[src/rtl/i2crx_pkg.sv]
package i2crx_pkg;
    localparam int REG_W     = 8;
    localparam int BYTE_W    = 8;
    localparam int NAK_BIT   = 7;
    localparam int DONE_BIT  = 4;
    localparam int EMPTY_BIT = 2;

    typedef enum logic [1:0] {
        SEL_CTRL  = 2'd0,
        SEL_STAT  = 2'd1,
        SEL_FSTAT = 2'd2,
        SEL_DOUT  = 2'd3
    } reg_sel_e;
endpackage

[src/rtl/i2crx_fifo.sv]
module i2crx_fifo #(
    parameter int DEPTH = 64,
    parameter int W     = 8
) (
    input  logic         clk,
    input  logic         rst_n,
    input  logic         push,
    input  logic [W-1:0] din,
    input  logic         pop,
    output logic [W-1:0] dout,
    output logic         empty,
    output logic         full
);
    localparam int PW = (DEPTH > 1) ? $clog2(DEPTH) : 1;
    localparam int CW = $clog2(DEPTH + 1);

    typedef struct packed {
        logic [PW-1:0] wp;
        logic [PW-1:0] rp;
        logic [CW-1:0] cnt;
    } fifo_st_t;

    fifo_st_t q, d;
    logic [W-1:0] mem_q [DEPTH];
    logic do_push, do_pop;

    function automatic logic [PW-1:0] bump(input logic [PW-1:0] p);
        return (p == PW'(DEPTH - 1)) ? '0 : p + PW'(1);
    endfunction

    assign empty = (q.cnt == '0);
    assign full  = (q.cnt == CW'(DEPTH));
    assign dout  = mem_q[q.rp];

    always_comb begin
        d       = q;
        do_push = push && !full;
        do_pop  = pop && !empty;
        if (do_push) d.wp = bump(q.wp);
        if (do_pop)  d.rp = bump(q.rp);
        if (do_push && !do_pop)      d.cnt = q.cnt + CW'(1);
        else if (do_pop && !do_push) d.cnt = q.cnt - CW'(1);
    end

    always_ff @(posedge clk or negedge rst_n) begin
        if (!rst_n) q <= '0;
        else        q <= d;
    end

    always_ff @(posedge clk) begin
        if (do_push) mem_q[q.wp] <= din;
    end
endmodule

[src/rtl/i2crx_burst_ctrl.sv]
module i2crx_burst_ctrl #(
    parameter int DEPTH = 64,
    parameter int CNT_W = $clog2(DEPTH + 1)
) (
    input  logic             clk,
    input  logic             rst_n,
    input  logic             start,
    input  logic [CNT_W-1:0] start_cnt,
    input  logic             start_nak,
    input  logic             clr_done,
    input  logic             rx_valid,
    input  logic             fifo_full,
    output logic             rx_req,
    output logic             rx_nak,
    output logic             push,
    output logic             done
);
    typedef struct packed {
        logic             busy;
        logic             nak_last;
        logic [CNT_W-1:0] remain;
        logic             done;
    } ctrl_st_t;

    ctrl_st_t q, d;
    logic accept;

    assign rx_req = q.busy && !fifo_full;
    assign rx_nak = rx_req && q.nak_last && (q.remain == CNT_W'(1));
    assign push   = accept;
    assign done   = q.done;

    always_comb begin
        d      = q;
        accept = rx_req && rx_valid;
        if (clr_done) d.done = 1'b0;
        if (start && !q.busy) begin
            if (start_cnt == '0) begin
                d.done = 1'b1;
            end else begin
                d.busy     = 1'b1;
                d.remain   = start_cnt;
                d.nak_last = start_nak;
                d.done     = 1'b0;
            end
        end
        if (accept) begin
            d.remain = q.remain - CNT_W'(1);
            if (q.remain == CNT_W'(1)) begin
                d.busy = 1'b0;
                d.done = 1'b1;
            end
        end
    end

    always_ff @(posedge clk or negedge rst_n) begin
        if (!rst_n) q <= '0;
        else        q <= d;
    end
endmodule

[src/rtl/i2c_rx_burst.sv]
module i2c_rx_burst #(
    parameter int DEPTH = 64
) (
    input  logic       clk,
    input  logic       rst_n,
    input  logic       reg_wr_en,
    input  logic [1:0] reg_wr_addr,
    input  logic [7:0] reg_wr_data,
    input  logic       reg_rd_en,
    input  logic [1:0] reg_rd_addr,
    output logic [7:0] reg_rd_data,
    output logic       rx_req,
    output logic       rx_nak,
    input  logic       rx_valid,
    input  logic [7:0] rx_data
);
    import i2crx_pkg::*;

    localparam int CNT_W   = $clog2(DEPTH + 1);
    localparam int FIELD_W = NAK_BIT;

    typedef struct packed {
        logic [REG_W-1:0] rd_data;
    } top_st_t;

    top_st_t q, d;

    logic               wr_ctrl, clr_done, rd_pop;
    logic [FIELD_W-1:0] cnt_field;
    logic [CNT_W-1:0]   cnt_eff;
    logic               push, done;
    logic               fifo_empty, fifo_full;
    logic [BYTE_W-1:0]  fifo_dout;

    assign wr_ctrl   = reg_wr_en && (reg_wr_addr == SEL_CTRL);
    assign clr_done  = reg_wr_en && (reg_wr_addr == SEL_STAT) && reg_wr_data[DONE_BIT];
    assign cnt_field = reg_wr_data[FIELD_W-1:0];
    assign cnt_eff   = (cnt_field > FIELD_W'(DEPTH)) ? CNT_W'(DEPTH) : CNT_W'(cnt_field);
    assign rd_pop    = reg_rd_en && (reg_rd_addr == SEL_DOUT) && !fifo_empty;

    i2crx_burst_ctrl #(.DEPTH(DEPTH), .CNT_W(CNT_W)) u_ctrl (
        .clk       (clk),
        .rst_n     (rst_n),
        .start     (wr_ctrl),
        .start_cnt (cnt_eff),
        .start_nak (reg_wr_data[NAK_BIT]),
        .clr_done  (clr_done),
        .rx_valid  (rx_valid),
        .fifo_full (fifo_full),
        .rx_req    (rx_req),
        .rx_nak    (rx_nak),
        .push      (push),
        .done      (done)
    );

    i2crx_fifo #(.DEPTH(DEPTH), .W(BYTE_W)) u_fifo (
        .clk   (clk),
        .rst_n (rst_n),
        .push  (push),
        .din   (rx_data),
        .pop   (rd_pop),
        .dout  (fifo_dout),
        .empty (fifo_empty),
        .full  (fifo_full)
    );

    always_comb begin
        d = q;
        if (reg_rd_en) begin
            d.rd_data = '0;
            case (reg_rd_addr)
                SEL_STAT:  d.rd_data[DONE_BIT]  = done;
                SEL_FSTAT: d.rd_data[EMPTY_BIT] = fifo_empty;
                SEL_DOUT:  d.rd_data = fifo_empty ? '0 : fifo_dout;
                default:   d.rd_data = '0;
            endcase
        end
    end

    always_ff @(posedge clk or negedge rst_n) begin
        if (!rst_n) q <= '0;
        else        q <= d;
    end

    assign reg_rd_data = q.rd_data;
endmodule

[config.mk]
export PLATFORM = sky130hd
export DESIGN_NAME = i2c_rx_burst
export DESIGN_NICKNAME = d
export VERILOG_FILES = /design/src/rtl/i2crx_pkg.sv /design/src/rtl/i2crx_fifo.sv /design/src/rtl/i2crx_burst_ctrl.sv /design/src/rtl/i2c_rx_burst.sv
export SDC_FILE = /design/constraint.sdc
export NUM_CORES = 1
export LEC_CHECK = 0
export BUFFER_PORTS_ARGS = -buffer_cell sky130_fd_sc_hd__buf_2
export CORE_UTILIZATION = 50
export DETAILED_ROUTE_END_ITERATION = 10
export GPL_ROUTABILITY_DRIVEN = 1
export PLACE_DENSITY = 0.66
export SETUP_SLACK_MARGIN = 0.02
export SKIP_LAST_GASP = 1
export SLEW_MARGIN = 20
export SYNTH_ARGS = -nofsm -noshare
export SYNTH_HDL_FRONTEND = slang
export SYNTH_SLANG_ARGS = --single-unit
[constraint.sdc]
create_clock -name clk -period 9.1 [get_ports clk]
set_clock_uncertainty 0.15 [all_clocks]
set_input_delay 0.455 -clock clk [delete_from_list [all_inputs] [get_ports clk]]
set_output_delay 0.455 -clock clk [all_outputs]
set_load 0.03 [all_outputs]
==> impl_metrics.py, run 1 <==
metrics = {
    "timing": {
        "hold_viol": 0,
        "slew_headroom": 0.250,
        "rsz0062_at_grt": "false",
        "tns_ns": 0,
        "period_needed_ns": 3.96,
        "whs_ns": 0.0418,
        "fin_ws_ns": 5.14,
        "fin_crit_sh": 0.435,
        "slew_viol_final": 0,
        "worst_pin_slew_ns": 1.12,
        "setup_viol": 0,
        "fmax_mhz": 253,
    },
    "cts": {
        "cts_max_level": 2,
        "cts_setup_buffers": 0,
        "insertion_delay_ns": 0.59,
        "clock_path_buffers": 3,
        "cts_tree": "done",
        "cts_resized": 0,
        "numCtsBuffers": 54,
        "ctsHoldBuffers": 5,
        "cts_root_buf": "clkbuf_16",
        "cts.sinks": 549,
        "clk_pin_slew_worst_paths_ns": 0.07,
    },
    "synth": {
        "yosys.area.top_type": "edfxtp_1",
        "synth.avg_cell_area_um2": 19.9,
        "syn_nets": 1141,
        "synth-async-reset-ratio": 0.0674,
        "yosys-top-cells-area": "edfxtp_1 (70%), mux4_2 (14%), dfrtp_1 (4.2%), nor2_1 (1.3%), a22oi_1 (0.99%)",
        "yosysWarnings": 0,
        "ys_ff_latch": 549,
        "synth_top_area_frac": 0.701,
        "synth_top_flop_cell": "edfxtp_1",
        "synth-edff-count": 512,
        "synth.distinct_cells": 70,
        "syn-cell-area_um2": 21900,
        "seq_area_frac_synth": 0.743,
        "syn_inst": 1104,
    },
    "grt": {
        "met3_usage": 0.0501,
        "grt_pass1_wl_um": 73400,
        "antenna_found_initial": 0,
        "use_met2": 0.336,
        "grt_max_degree": 93,
        "grt_usage": 0.228,
        "overflow": 0,
        "grt_pass1_vias": 11100,
        "grt_busiest_layer": "met1",
        "met1_usage": 0.342,
    },
    "pwr": {
        "power_frac_clock": 0.319,
        "sw_frac_of_total": 0.291,
        "p_seq_frac": 0.456,
        "p_leak_uw": 0.00769,
        "power_per_cell_area_nw_per_um2": 276,
        "irDropWorstVdd_mv": 0.194,
        "power_frac_comb": 0.225,
        "finalPower_uw": 6720,
        "p_int_uw": 4770,
        "netSwitchingPower_uw": 1960,
    },
    "floorplanning": {
        "std_cell_rows": 76,
        "ioPinCount": 35,
        "die_w_um": 211,
        "initial_core_util": 0.508,
        "fp.dieH_um": 211,
        "core_um2": 43200,
        "dieArea_um2": 44700,
    },
    "drt": {
        "drc": 0,
        "wl_per_cell_um": 27.8,
        "routed_wl_um": 49400,
        "via_count": 11000,
        "firstDrtPassIters": 8,
        "first_iter_violations": 1286,
        "vias_per_cell": 6.18,
        "antenna_left": 0,
    },
    "layout": {
        "final_nets": 1188,
        "areaGrowthSynthToFinish_pct": 11.1,
        "drive_gt1_frac": 0.229,
        "diodes": 0,
        "utilization": 0.564,
    },
    "worst_setup_path": {
        "required_ns": 9.36,
        "cp_max_fo": 92,
        "cp-start-kind": "register",
        "setup.worst_path.class": "reg2reg",
        "end_kind": "register",
        "cp.arrival_ns": 4.22,
    },
    "place": {
        "portBuffers": 34,
        "dpl.hpwl_um": 29000,
        "place_congestion": 0.848,
        "pre_cts_ws_ns": 5.04,
    },
    "job": {
        "cap_violations": 0,
    },
    "hold_path": {
        "min_path_type": "in2reg",
    },
    "run_status": {
        "status": "finished, final reports clean",
    },
}
[power by group through the flow]
stage	combinational [uW]	sequential, uW	clock, uW
after floorplan	1140	3010	0
after global placement	1500	3120	0
after detailed placement	1510	3120	0
after CTS	1520	3070	2180
after global routing	1610	3090	2270
final	1510	3070	2140
[area by class of cell]
cell class | instances | area, um^2
Fill cell | 3286 | 18800
Sequential cell | 549 | 16300
Multi-Input combinational cell | 482 | 5250
Clock buffer | 67 | 1420
Tap cell | 585 | 732
Timing Repair Buffer | 49 | 323
Clock inverter | 33 | 269
Inverter | 15 | 56.3
[cell usage in the layout, fill, tap and decap left out, types with 5 or more instances in the layout]
cell type / count
a21oi_1: 21
a22oi_1: 29
and2_1: 5
buf_2: 28
buf_4: 15
clkbuf_1: 12
clkbuf_16: 55
clkinv_1: 13
clkinv_2: 9
clkinvlp_4: 5
dfrtp_1: 35
dlygate4sd3_1: 5
edfxtp_1: 512
ha_1: 11
inv_1: 13
mux2i_1: 17
mux4_2: 135
nand2_1: 43
nand3_1: 14
nand3b_1: 6
nor2_1: 78
o21ai_0: 8
o21ai_1: 11
o31ai_1: 5
xnor2_1: 9
[layer usage]
layer,part of all wire,vias up
met5,0,-
met4,0.027,0
met3,0.083,80
met2,0.45,467
met1,0.44,5805
li1,-,4643
[worst max-delay path: stages (launching register included)]
cell,delay (ns)
dfrtp_4,1.04
buf_12,0.62
mux4_2,0.58
and2_1,0.20
a2111oi_1,0.93
o41ai_1,0.17
[path summary, 6_finish.rpt]
check / startpoint / to / slack [ns] / depth (start not counted)
max: u_fifo.q[7] / reg_rd_data[0] / 5.14 / 5
max reg2reg: u_fifo.q[7] / reg_rd_data[0] / 5.14 / 5
min in group asynchronous: rst_n / u_fifo.q[5] / 0.39 / 2
max in group asynchronous: rst_n / u_fifo.q[8] / 7.73 / 2
min: reg_wr_data[0] / u_ctrl.q[1] / 0.04 / 3
min reg2reg: u_ctrl.q[6] / u_ctrl.q[6] / 0.35 / 1
[metrics by stage]
| step | instance area, um^2 | instances |
|---|---|---|
| finish | 24400 | 1780 |
| CTS | 24300 | 1780 |
| floorplan | 21900 | 1104 |
| global route | 24400 | 1780 |
| detailed placement | 22600 | 1675 |
| global placement | 22600 | 1675 |
[cell families (layout without fill, tap and decap cells)]
group / after synthesis / after routing / synth area share
flip-flops: 549 / 549 / 0.743
buffers and inverters: 73 / 164 / 0.0176
multiplexers: 156 / 156 / 0.148
AND/OR/NAND/NOR: 182 / 182 / 0.0387
XOR/XNOR: 10 / 10 / 0.00399
AO/OA/AOI/OAI: 122 / 122 / 0.0408
adder cells (fa/ha/maj): 12 / 12 / 0.00719
[Yosys cell counts, drive strengths merged, types with 5 or more instances]
cell,number
a22oi,29
a21oi,21
nor2b,5
xnor2,9
nor2,78
nand3b,7
edfxtp,512
inv,15
o31ai,5
dfrtp,37
mux4,135
and2,5
ha,11
buf,33
nand2,45
mux2i,17
o21ai,19
clkbuf,25
nand3,15
[sequential cells by signal, summed over array words and instances (netlist names)]
register / cells
u_fifo.mem_q: 512
u_fifo.q: 19
u_ctrl.q: 9
reg_rd_data: 8
u_ctrl.done: 1
(Power assumes the default switching activity.)
==> inputs of run 2 (changes only) <==
Settings changed: ABC_AREA set to 1.
Clock period 9.1 ns to 4 ns, I/O delays scaled along.
==> impl_metrics.py, run 2 <==
metrics = {
    "run_status": {
        "status": "finished, final reports clean",
    },
    "floorplanning": {
        "initial_core_util": 0.505,
        "std_cell_rows": 78,
        "ioPinCount": 35,
        "die_w_um": 216,
        "fp.dieH_um": 216,
        "dieArea_um2": 46600,
        "core_um2": 45300,
    },
    "grt": {
        "grt_max_degree": 95,
        "overflow": 0,
        "grt_pass1_vias": 14500,
        "grt_usage": 0.243,
        "antenna_found_initial": 0,
        "grt_pass1_wl_um": 85700,
    },
    "drt": {
        "routed_wl_um": 56300,
        "vias_per_cell": 5.70,
        "via_count": 15200,
        "drc": 0,
        "firstDrtPassIters": 6,
        "antenna_left": 0,
        "first_iter_violations": 1574,
        "wl_per_cell_um": 21.2,
    },
    "synth": {
        "synth-async-reset-ratio": 0.0674,
        "yosys.area.top_type": "edfxtp_1",
        "yosysWarnings": 0,
        "syn-cell-area_um2": 22900,
        "syn_nets": 1997,
        "seq_area_frac_synth": 0.713,
        "syn_inst": 1960,
        "synth.distinct_cells": 41,
        "yosysMostFrequentCell": "edfxtp_1",
        "synth_common_cells": "edfxtp_1 (512), nor2_1 (347), nand2_1 (322)",
        "synth-edff-count": 512,
        "synth_top_flop_cell": "edfxtp_1",
        "synth.avg_cell_area_um2": 11.7,
        "yosys-top-cells-area": "edfxtp_1 (67%), nor2_1 (5.7%), nand2_1 (5.3%), o21ai_0 (4.3%), dfrtp_1 (4.0%)",
        "ys_ff_latch": 549,
        "synth_top_area_frac": 0.672,
    },
    "pwr": {
        "power_per_cell_area_nw_per_um2": 657,
        "irDropWorstVdd_mv": 0.625,
        "p_leak_uw": 0.00912,
        "p_int_uw": 10900,
        "power_frac_clock": 0.296,
        "power_frac_comb": 0.291,
        "netSwitchingPower_uw": 5880,
        "sw_frac_of_total": 0.350,
        "p_seq_frac": 0.413,
    },
    "timing": {
        "rsz0062_at_grt": "false",
        "fmax_mhz": 277,
        "period_needed_ns": 3.61,
        "fin_crit_sh": 0.903,
        "slew_headroom": 0.336,
        "worst_pin_slew_ns": 0.992,
        "tns_ns": 0,
        "setup_viol": 0,
        "hold_viol": 0,
        "slew_viol_final": 0,
    },
    "worst_setup_path": {
        "crit_path_top_delay_cell": "dfrtp_4",
        "cp_max_fo": 78,
        "end_kind": "register",
        "crit_chain": "inv_6 -> buf_12 -> nand2_1 -> nand3_1 -> nand3_1 -> nand3_1 -> nand2_1 -> nand2_1 -> nand2_1 -> inv_1 -> nand2_1 -> nand2_1 -> nand2_1 -> nand2_1 -> nand2_1 -> dlygate4sd3_1",
        "cpPeakStageDelay_ns": 0.70,
        "cp.arrival_ns": 3.93,
        "timing.critical_path.buf_inv": 4,
        "setup.worst_path.class": "reg2reg",
        "required_ns": 4.32,
        "path_delay_family": "buffers and inverters",
        "crit_top_cell": "nand2_1",
        "cp-start-kind": "register",
    },
    "cts": {
        "cts_root_buf": "clkbuf_16",
        "insertion_delay_ns": 0.60,
        "cts_max_level": 2,
        "cts.sinks": 549,
        "numCtsBuffers": 54,
        "cts_tree": "done",
        "clock_path_buffers": 3,
        "clk_pin_slew_worst_paths_ns": 0.06,
    },
    "layout": {
        "n_fill_cell": 3734,
        "drive_gt1_frac": 0.0850,
        "top_register": "u_fifo.mem_q",
        "areaGrowthSynthToFinish_pct": 11.9,
        "final_common_cell": "edfxtp_1",
        "finalInstanceArea_um2": 25600,
        "reg_top3": "u_fifo.mem_q (512), u_fifo.q (19), u_ctrl.q (9)",
        "final_cell_mix": "edfxtp_1 (512), nor2_1 (346), nand2_1 (322)",
        "diodes": 0,
        "largest_register_ffs": 512,
        "final_nets": 2052,
    },
    "place": {
        "dpl.hpwl_um": 33400,
        "placed_cell_area_um2": 23600,
        "portBuffers": 34,
        "place_congestion": 0.905,
    },
    "hold_path": {
        "min_path_type": "in2reg",
    },
    "job": {
        "cap_violations": 0,
    },
}
## run 2: path summary, 6_finish.rpt
path	startpoint	to	slack, ns	cells after the start
min in group asynchronous	rst_n	reg_rd_data[0]	0.12	2
worst min register to register	u_fifo.q[6]	u_fifo.q[6]	0.35	1
worst max-delay path	u_fifo.q[7]	reg_rd_data[4]	0.39	16
max in group asynchronous	rst_n	u_fifo.q[8]	2.88	2
worst min-delay path	rx_data[2]	u_fifo.mem_q[25][2]	0.02	1
worst max register to register	u_fifo.q[7]	reg_rd_data[4]	0.39	16
## run 2: repair_timing
action / CTS / global route
hold buffers: 24 / 0
endpoints found under the hold margin: 103 / 0
resized for setup: 0 / 0
buffers inserted: 0 / 0
## run 2: cells by family (layout without fill, tap and decap cells)
logic type / Yosys count / count (layout) / share of synthesized area
compound gates: 356 / 356 / 0.0880
flops: 549 / 549 / 0.713
simple gates: 819 / 819 / 0.144
buf+inv: 214 / 313 / 0.0444
mux: 1 / 1 / 0.000492
fa+ha+maj: 12 / 12 / 0.00689
xor+xnor: 9 / 9 / 0.00345
## run 2: metrics by stage
step	setup WS, ns	cells	power (uW)	utilization	hold slack, ns
after global routing	0.204	2659	17600	0.565	0.0378
after CTS	0.454	2659	16900	0.565	0.00414
after global placement	0.921	2535	11800	0.522	0.222
after floorplan	1.18	1960	10300	-	-0.246
final	0.390	2659	16800	0.565	0.0226
after detailed placement	0.895	2535	11900	0.522	0.233
## run 2: layer usage
metal	global-route usage	share of wire
met5	0	0
met2	0.398	0.48
met4	0.0930	0.037
met1	0.328	0.41
met3	0.0407	0.069
## run 2: power groups by stage
stage	sequential (uW)	combinational [uW]	clock, uW
CTS	6940	4880	5050
finish	6950	4880	4970
detailed placement	7050	4810	0
floorplan	6890	3390	0
global placement	7040	4740	0
global route	6980	5380	5270
## run 2: layout make-up
cell class | instances | area, um^2 | area share
Timing Repair Buffer | 106 | 833 | 0.0326
Clock inverter | 29 | 289 | 0.0113
Clock buffer | 71 | 1440 | 0.0561
Tap cell | 600 | 751 | 0.0293
Inverter | 107 | 407 | 0.0159
Sequential cell | 549 | 16300 | 0.637
Multi-Input combinational cell | 1197 | 5570 | 0.218
